## src/rtl/nbd_pkg.sv

```systemverilog
package nbd_pkg;
  typedef enum logic [1:0] {
    ST_IDLE = 2'd0,
    ST_HDR  = 2'd1,
    ST_DATA = 2'd2,
    ST_OUT  = 2'd3
  } nbd_state_t;

  localparam int SHIFT_SAT_FROM = 13;
  localparam int SAT_NEG_RAW    = -2048;
endpackage

```

## src/rtl/nbd_sample_unit.sv

```systemverilog
module nbd_sample_unit #(
  parameter int HW = 15,
  parameter int OW = 16,
  parameter int AW = 20
) (
  input  logic [3:0]    code,
  input  logic [3:0]    shamt,
  input  logic [1:0]    flt,
  input  logic [HW-1:0] p1,
  input  logic [HW-1:0] p2,
  output logic [HW-1:0] y
);
  import nbd_pkg::*;
  localparam int SAT_MAX = (1 << (OW - 1)) - 1;
  localparam int SAT_MIN = -(1 << (OW - 1));

  logic signed [AW-1:0] c_w, raw, a, b, sum;

  always_comb begin
    c_w = {{(AW-4){code[3]}}, code};
    a   = {{(AW-HW){p1[HW-1]}}, p1};
    b   = {{(AW-HW){p2[HW-1]}}, p2};
    if (shamt < 4'(SHIFT_SAT_FROM)) raw = (c_w <<< shamt) >>> 1;
    else                            raw = code[3] ? AW'(SAT_NEG_RAW) : '0;
    unique case (flt)
      2'd0: sum = raw;
      2'd1: sum = raw + a + ((-a) >>> 4);
      2'd2: sum = raw + (a <<< 1) + ((-(a + (a <<< 1))) >>> 5) - b + (b >>> 4);
      default: sum = raw + (a <<< 1) + ((-(a + (a <<< 2) + (a <<< 3))) >>> 6)
                     - b + ((b + (b <<< 1)) >>> 4);
    endcase
    // saturate to OW bits, then keep the low HW bits
    if (sum > AW'(SAT_MAX))      y = {HW{1'b1}};
    else if (sum < AW'(SAT_MIN)) y = '0;
    else                         y = sum[HW-1:0];
  end
endmodule

```

## src/rtl/nbd_seq.sv

```systemverilog
module nbd_seq #(
  parameter int DATA_BYTES    = 8,
  parameter int BYTES_PER_GRP = 2,
  parameter int PW            = 4,
  parameter int SW            = 1
) (
  input  logic          clk,
  input  logic          rst_n,
  input  logic          restart,
  input  logic          grp_req,
  input  logic          in_valid,
  input  logic          out_ready,
  output logic          in_ready,
  output logic          hdr_take,
  output logic          dat_take,
  output logic [SW-1:0] slot,
  output logic          out_valid,
  output logic          last_grp
);
  import nbd_pkg::*;

  nbd_state_t    st;
  logic [PW-1:0] pos;
  logic [SW-1:0] gbyte;

  always_comb begin
    in_ready  = (st == ST_HDR) || (st == ST_DATA);
    hdr_take  = in_valid && (st == ST_HDR);
    dat_take  = in_valid && (st == ST_DATA);
    out_valid = (st == ST_OUT);
    last_grp  = out_valid && (pos == PW'(DATA_BYTES));
    slot      = gbyte;
  end

  always_ff @(posedge clk) begin
    if (!rst_n || restart) begin
      st    <= ST_IDLE;
      pos   <= '0;
      gbyte <= '0;
    end else begin
      unique case (st)
        ST_IDLE: if (grp_req) st <= (pos == '0) ? ST_HDR : ST_DATA;
        ST_HDR:  if (in_valid) st <= ST_DATA;
        ST_DATA: if (in_valid) begin
          pos <= pos + PW'(1);
          if (gbyte == SW'(BYTES_PER_GRP - 1)) begin
            gbyte <= '0;
            st    <= ST_OUT;
          end else begin
            gbyte <= gbyte + SW'(1);
          end
        end
        default: if (out_ready) begin
          st <= ST_IDLE;
          if (pos == PW'(DATA_BYTES)) pos <= '0;
        end
      endcase
    end
  end
endmodule

```

## src/rtl/nibble_block_decoder.sv

```systemverilog
module nibble_block_decoder #(
  parameter int GRP_SAMPLES = 4,
  parameter int BLK_BYTES   = 9,
  parameter int HIST_W      = 15,
  parameter int OUT_W       = 16,
  parameter int ACC_W       = 20
) (
  input  logic                       clk,
  input  logic                       rst_n,
  input  logic                       restart,
  input  logic                       grp_req,
  input  logic                       in_valid,
  input  logic [7:0]                 in_byte,
  output logic                       in_ready,
  output logic                       out_valid,
  input  logic                       out_ready,
  output logic [GRP_SAMPLES*OUT_W-1:0] out_samples,
  output logic                       blk_done,
  output logic                       hdr_end,
  output logic                       hdr_loop,
  output logic                       voice_stop
);
  localparam int NIB_PER_BYTE  = 2;
  localparam int DATA_BYTES    = BLK_BYTES - 1;
  localparam int BYTES_PER_GRP = GRP_SAMPLES / NIB_PER_BYTE;
  localparam int PW            = $clog2(DATA_BYTES + 1);
  localparam int SW            = (BYTES_PER_GRP > 1) ? $clog2(BYTES_PER_GRP) : 1;
  localparam int LW            = $clog2(GRP_SAMPLES);

  logic              hdr_take, dat_take, last_grp;
  logic [SW-1:0]     slot;
  logic [3:0]        hdr_shift;
  logic [1:0]        hdr_flt;
  logic [HIST_W-1:0] hist_p1, hist_p2;
  logic [HIST_W-1:0] ch_y [NIB_PER_BYTE];
  logic [OUT_W-1:0]  lane_q [GRP_SAMPLES];

  nbd_seq #(
    .DATA_BYTES(DATA_BYTES), .BYTES_PER_GRP(BYTES_PER_GRP), .PW(PW), .SW(SW)
  ) u_seq (
    .clk(clk), .rst_n(rst_n), .restart(restart), .grp_req(grp_req),
    .in_valid(in_valid), .out_ready(out_ready), .in_ready(in_ready),
    .hdr_take(hdr_take), .dat_take(dat_take), .slot(slot),
    .out_valid(out_valid), .last_grp(last_grp)
  );

  // nibble chain: high nibble first, each stage sees the previous result
  for (genvar i = 0; i < NIB_PER_BYTE; i++) begin : g_nib
    logic [HIST_W-1:0] pa, pb;
    if (i == 0) begin : g_first
      assign pa = hist_p1;
      assign pb = hist_p2;
    end else if (i == 1) begin : g_second
      assign pa = ch_y[0];
      assign pb = hist_p1;
    end else begin : g_rest
      assign pa = ch_y[i-1];
      assign pb = ch_y[i-2];
    end
    nbd_sample_unit #(.HW(HIST_W), .OW(OUT_W), .AW(ACC_W)) u_unit (
      .code(in_byte[8-4*(i+1) +: 4]), .shamt(hdr_shift), .flt(hdr_flt),
      .p1(pa), .p2(pb), .y(ch_y[i])
    );
  end

  always_ff @(posedge clk) begin
    if (!rst_n) begin
      hdr_shift <= '0;
      hdr_flt   <= '0;
      hdr_end   <= 1'b0;
      hdr_loop  <= 1'b0;
    end else if (hdr_take) begin
      hdr_shift <= in_byte[7:4];
      hdr_flt   <= in_byte[3:2];
      hdr_loop  <= in_byte[1];
      hdr_end   <= in_byte[0];
    end
  end

  always_ff @(posedge clk) begin
    if (!rst_n) begin
      hist_p1 <= '0;
      hist_p2 <= '0;
      for (int k = 0; k < GRP_SAMPLES; k++) lane_q[k] <= '0;
    end else if (dat_take && !restart) begin
      hist_p1 <= ch_y[NIB_PER_BYTE-1];
      hist_p2 <= ch_y[NIB_PER_BYTE-2];
      for (int i = 0; i < NIB_PER_BYTE; i++)
        lane_q[LW'(int'(slot) * NIB_PER_BYTE + i)] <=
          {{(OUT_W-HIST_W){ch_y[i][HIST_W-1]}}, ch_y[i]};
    end
  end

  for (genvar k = 0; k < GRP_SAMPLES; k++) begin : g_pack
    assign out_samples[k*OUT_W +: OUT_W] = lane_q[k];
  end

  assign blk_done   = last_grp;
  assign voice_stop = last_grp && hdr_end && !hdr_loop;
endmodule

```

## config.mk

```make
export PLATFORM = sky130hd
export DESIGN_NAME = nibble_block_decoder
export DESIGN_NICKNAME = d
export VERILOG_FILES = /design/src/rtl/nbd_pkg.sv /design/src/rtl/nbd_sample_unit.sv /design/src/rtl/nbd_seq.sv /design/src/rtl/nibble_block_decoder.sv
export SDC_FILE = /design/constraint.sdc
export NUM_CORES = 1
export LEC_CHECK = 0
export ABC_AREA = 1
export BUFFER_PORTS_ARGS = -buffer_cell sky130_fd_sc_hd__buf_2
export CAP_MARGIN = 20
export CORE_ASPECT_RATIO = 2
export CORE_MARGIN = 8
export CORE_UTILIZATION = 23
export DETAILED_ROUTE_END_ITERATION = 8
export PLACE_DENSITY = 0.42
export SLEW_MARGIN = 25
export SYNTH_ARGS = -nofsm -noshare
export SYNTH_HDL_FRONTEND = slang
export SYNTH_SLANG_ARGS = --single-unit
```

## constraint.sdc

```tcl
create_clock -name clk -period 18.8 [get_ports clk]
set_input_delay 1.88 -clock clk [delete_from_list [all_inputs] [get_ports clk]]
set_output_delay 1.88 -clock clk [all_outputs]
set_load 0.01 [all_outputs]
```

Word level (Yosys, flattened, before mapping):

Memory sizes are Yosys's and may differ from the RTL's.
Index checks and enable logic that the tools add are counted.

* bits in writable memories: 64
* logic and storage cells: 117
* bits of input ports: 14
* register bits: 45
* output and inout port bits: 70
* memories: 1

* bitwise operators: 1
* mux-type cells: 32
* add/sub/neg operators: 34
* shifts and indexed selects: 2
* reductions and logical operators: 23
* equality and inequality tests: 10
* $lt $le $gt $ge: 5

Memories
* lane_q: depth 4, width 16, rd ports 4, clocked after Yosys merged registers in 0, write ports 4, RTL line nibble_block_decoder.sv:36 `logic [OUT_W-1:0] lane_q [GRP_SAMPLES];`

Operators with widths (number)
* $pmux 20 s3: 2
* $add 20x15->20: 4
* $add 20x16->20: 4
* $mux 20: 4
* $sub 20x15->20: 4
* $mux 15: 4
* $add 15x16->17: 3
* $add 20x11->20: 2
* $add 20x13->20: 2
* $add 20x14->20: 2
* $gt 20x16->1 const B: 2
* $lt 20x16->1 const B: 2
* $neg 15->20: 2
* $neg 17->20: 2
* $neg 20->20: 2
* $sshl 4x4->20: 2
* $add 18x18->19: 2
* $add 15x17->18: 2
* $mux 16: 2
* $reduce_or 16->1: 2
* $mux 2: 8
* $mux 4: 3
* $pmux 4 s2: 1
* $mux 1: 7
* 22 further kinds: 37

Depth between registers and ports, before layout:

* depth after elaboration: 21
* depth in mapped cells: 80
* mapped depth without buffers: 77

Modules after synthesis:

Synthesis repeated with hierarchy kept, for this count alone.

* cell total of the unflattened synthesis: 3688
* area total of the unflattened synthesis: 24955.2 um2

Modules (own cells, without submodules)
* nbd_sample_unit at g_nib[0].u_unit: cells each 1647, sequential area each 0.0 um2, times used 1, area each 10501.3 um2
* nbd_sample_unit at g_nib[1].u_unit: cells each 1589, sequential area each 0.0 um2, times used 1, area each 10104.7 um2
* nibble_block_decoder: cells each 358, sequential area each 2562.5 um2, times used 1, area each 3736.1 um2
* nbd_seq: cells each 94, sequential area each 140.1 um2, times used 1, area each 613.1 um2

Least setup slack after synthesis:

No wires, ideal clock.

* kind: input -> register
* start point: in in_byte[6]
* end point: mem lane_q[3][4], data pin
* arrival: 12.805 ns
* library setup time: 0.253 ns
* path buffers: 2
* path slack: 5.742 ns
* stages: 68
* required time: 18.547 ns
* path through: o21ai_0 nor2_1 a31oi_1 or2_2 nor2_1 ha_1 fa_1 nand2_1 nand3_1 a21oi_1 o21ai_0 a31o_2 xnor2_1 inv_1 fa_1 inv_1 fa_1 inv_1 [32 not listed] nand2_1 o21ai_0 a21oi_1 nand2_1 a21o_1 a21oi_1 or2_2 nand2_1 a21oi_1 nand2_1 nand2_1 o211ai_1 nand3_4 buf_8 nand2_4 nand2_1 nand2_1 nand2_1

RTL lines
* start: declaration: RTL line nibble_block_decoder.sv:13 `input logic [7:0] in_byte,`
* end: declaration: RTL line nibble_block_decoder.sv:36

==> run metrics <==
data arrival time at the worst-slack endpoint between 15 and 20 ns; ys flop type sky130_fd_sc_hd__edfxtp_1; endpoint kind of the worst setup timing path flip-flop; gr ovfl total 0; global-route wire length before repair between 100000 and 150000 um; proportion of layout cells with a drive suffix above 1 under 10%; maximum fanout along the worst path 45; Final nets 3660; Max-Cap Viols 0; sinks on the clock net 105; vias in the first global route between 20000 and 25000; leading cell type in the layout, fill and taps excluded sky130_fd_sc_hd__inv_1; standard cell core area approximately 95000 um^2; Mapped Area 21970 um^2; post-CTS setup buffers 0; count of state elements after synthesis 105; clock latency at the later pin of the worst-skew pair roughly 0.40 ns; number of standard cells after synthesis roughly 3100; power density cells just under 200 nW/um^2; TritonCTS clock tree built; horizontal die dimension roughly 230 um; leakage component of the power between 10 and 15 nW; total count of max-transition violations in the final report 0; Synth cell types 63; half-perimeter wire length of the detailed placement result 91050 um; total number of H-tree levels 3; category of the most critical setup path input pin to flip-flop; final clock skew about 0.030 ns; Row Count between 150 and 200; WP data required approximately 19 ns; result of the run finished clean; Post-synth EDFFs 60; CP most frequent cell sky130_fd_sc_hd__nand2_1; Peak VDD IR 136.8 uV; buffers from clock root to sink, at most 2; top-area cell type share of the netlist area 16.68%; root buffer cell sky130_fd_sc_hd__clkbuf_16; number of violations reported at the end of detailed-routing iteration 0 about 980; Filler Cell Count approximately 11000; count of warnings emitted by yosys 0; routability congestion estimate from global placement 0.9706; total negative slack for setup checks 0 ns; fmax 59.06 MHz; dominant cell type by area after synthesis sky130_fd_sc_hd__fa_1; maximum number of pins on one net before global-route repair 46; largest stage delay on the critical path about 0.76 ns; quantity of I/O buffers inserted on ports 83; Synth area leaders sky130_fd_sc_hd__fa_1, sky130_fd_sc_hd__ha_1, sky130_fd_sc_hd__inv_1; Inserted Clock Buffers 9; DRC violations left 0; final period demand of the worst path 16.93 ns; final number of hold-violating endpoints 0; number of antenna violations at the first check in global routing 4; Antenna Violating Nets Remaining 0; clock-pin slew reported for the worst setup and hold paths after clock tree synthesis 0.08 ns; Final Routed Wirelength roughly 100000 um; final critical-path setup slack 1.868 ns; DIE HEIGHT between 400 and 500 um; post-synthesis net count approximately 3600; slew at the pin closest to its max-slew limit roughly 1.0 ns; via count between 20000 and 25000; DR vias/cell 4.768; proportion of register bits with asynchronous set or reset after synthesis 0%; setup-violating endpoint count in the final report 0; number of detailed-route iterations in the first pass 5; crit path max-delay cell type sky130_fd_sc_hd__a21oi_1; relative max-transition margin a little under a third; boundary pin count 84; total track usage between 10% and 20%; crit share post-route between 90% and 100%; # resized after CTS 0; number of hold buffers added after CTS 0; full die area about 110000 um^2; Hold Crit Class flip-flop to flip-flop; setup repair after global routing missed its margin no; Syn Area/Cell between 7 and 8 um^2; wire length per cell ~24 um; commonest cells after routing, fill and taps aside sky130_fd_sc_hd__inv_1, sky130_fd_sc_hd__nand2_1, sky130_fd_sc_hd__a21oi_1; Seq/Total Area, Yosys approximately an eighth; initial standard-cell utilization of the core between 20 and 25%; crit start category input pin; layout-stage area growth over the synthesis result 10.34%; DP Worst Slack 1.687 ns
==> where the power goes <==
group	internal, mW	switching [mW]
clock	0.109	0.113
sequential	0.248	0.00565
combinational	1.43	2.80
total	1.78	2.92
==> final cells by class <==
| type | instances | area [um^2] | area share, % |
|---|---|---|---|
| well taps | 1215 | 1520 | 6.271 |
| clock buffers | 9 | 225.2 | 0.9291 |
| multi-input cells | 2316 | 16550 | 68.28 |
| clock inverters | 7 | 106.4 | 0.4387 |
| flip-flops and latches | 105 | 2703 | 11.15 |
| inverters | 659 | 2477 | 10.22 |
| diodes | 1 | 2.502 | 0.01032 |
| repair buffers | 115 | 655.6 | 2.705 |
==> metal layers <==
metal	wire [um]	vias up	GRT usage (%)
li1	-	10186	-
met1	29180	10040	14.92
met2	58190	537	39.16
met3	3414	340	2.622
met4	13460	4	20.55
met5	25	-	0
==> metrics by stage <==
| step | utilization (%) | hold slack [ns] | instances | total power [mW] | cell area, um^2 |
|---|---|---|---|---|---|
| 4_1_cts | 25.54 | 0.5216 | 4426 | 4.704 | 24240 |
| 2_1_floorplan | - | 0.4692 | 3131 | 3.136 | 21970 |
| 3_3_place_gp | 25.19 | 0.5011 | 4410 | 4.469 | 23910 |
| 3_5_place_dp | 25.19 | 0.5089 | 4410 | 4.460 | 23910 |
| 5_1_grt | 25.54 | 0.5644 | 4426 | 5.173 | 24240 |
| 6_report | 25.55 | 0.5083 | 4427 | 4.706 | 24240 |
==> critical path, delay by kind of cell <==
kind	cells	cell delay, ns
xor+xnor	4	1.47
compound gates	13	4.07
fa+ha+maj	8	3.69
buf+inv	10	1.36
simple gates	28	4.45
==> state kept, by name, summed over array words and instances, names as in the netlist <==
| name | count |
|---|---|
| lane_q | 60 |
| g_nib.pa | 15 |
| g_nib.pb | 15 |
| hdr_shift | 4 |
| u_seq.pos | 4 |
| hdr_flt | 2 |
| u_seq.st | 2 |
| hdr_end | 1 |
| hdr_loop | 1 |
| u_seq.slot | 1 |
==> logic make-up (layout without fill, tap and decap cells) <==
logic type	Yosys count	count (layout)	share of synthesized area, %
compound gates	591	591	15.01
xor+xnor	159	159	6.339
simple gates	1126	1126	22.68
other cells	0	1	0
buf+inv	710	790	12.36
fa+ha+maj	440	440	31.31
flops	105	105	12.30
==> cell usage after synthesis (4+ instances only) <==
cell	instances
sky130_fd_sc_hd__a41oi_1	5
sky130_fd_sc_hd__fa_1	183
sky130_fd_sc_hd__xnor2_1	45
sky130_fd_sc_hd__nand2_2	16
sky130_fd_sc_hd__nor3_1	34
sky130_fd_sc_hd__a21boi_0	4
sky130_fd_sc_hd__nand3b_1	9
sky130_fd_sc_hd__or2_2	22
sky130_fd_sc_hd__buf_2	5
sky130_fd_sc_hd__nor4_1	5
sky130_fd_sc_hd__nand3_2	7
sky130_fd_sc_hd__a21oi_1	284
sky130_fd_sc_hd__nand3_4	6
sky130_fd_sc_hd__o21ai_0	182
sky130_fd_sc_hd__ha_1	257
sky130_fd_sc_hd__a31oi_1	14
sky130_fd_sc_hd__clkinv_1	8
sky130_fd_sc_hd__xor2_1	114
sky130_fd_sc_hd__clkbuf_1	37
sky130_fd_sc_hd__nand4_1	33
sky130_fd_sc_hd__nand3_1	128
sky130_fd_sc_hd__a21o_1	15
sky130_fd_sc_hd__o211ai_1	13
sky130_fd_sc_hd__dfxtp_1	45
sky130_fd_sc_hd__o22ai_1	4
sky130_fd_sc_hd__nor2_1	231
sky130_fd_sc_hd__buf_4	6
sky130_fd_sc_hd__o221ai_1	8
sky130_fd_sc_hd__inv_2	6
sky130_fd_sc_hd__a22oi_1	5
sky130_fd_sc_hd__o31ai_1	5
sky130_fd_sc_hd__nand2_1	603
sky130_fd_sc_hd__a211oi_1	4
sky130_fd_sc_hd__nand2_4	16
sky130_fd_sc_hd__o2111ai_1	8
sky130_fd_sc_hd__o21bai_1	21
sky130_fd_sc_hd__inv_1	643
sky130_fd_sc_hd__edfxtp_1	60
==> path summary, 6_finish.rpt <==
check | from | end | slack, ns | cells past startpoint
hold / removal | u_seq.pos[1] | u_seq.pos[1] | 0.51 | 2
setup reg to reg | g_nib[0].pa[3] | lane_q[1][11] | 1.96 | 58
setup / recovery | in_byte[7] | lane_q[1][11] | 1.87 | 63
hold reg to reg | u_seq.pos[1] | u_seq.pos[1] | 0.51 | 2
No activity file was read; power rests on OpenSTA's default activity.
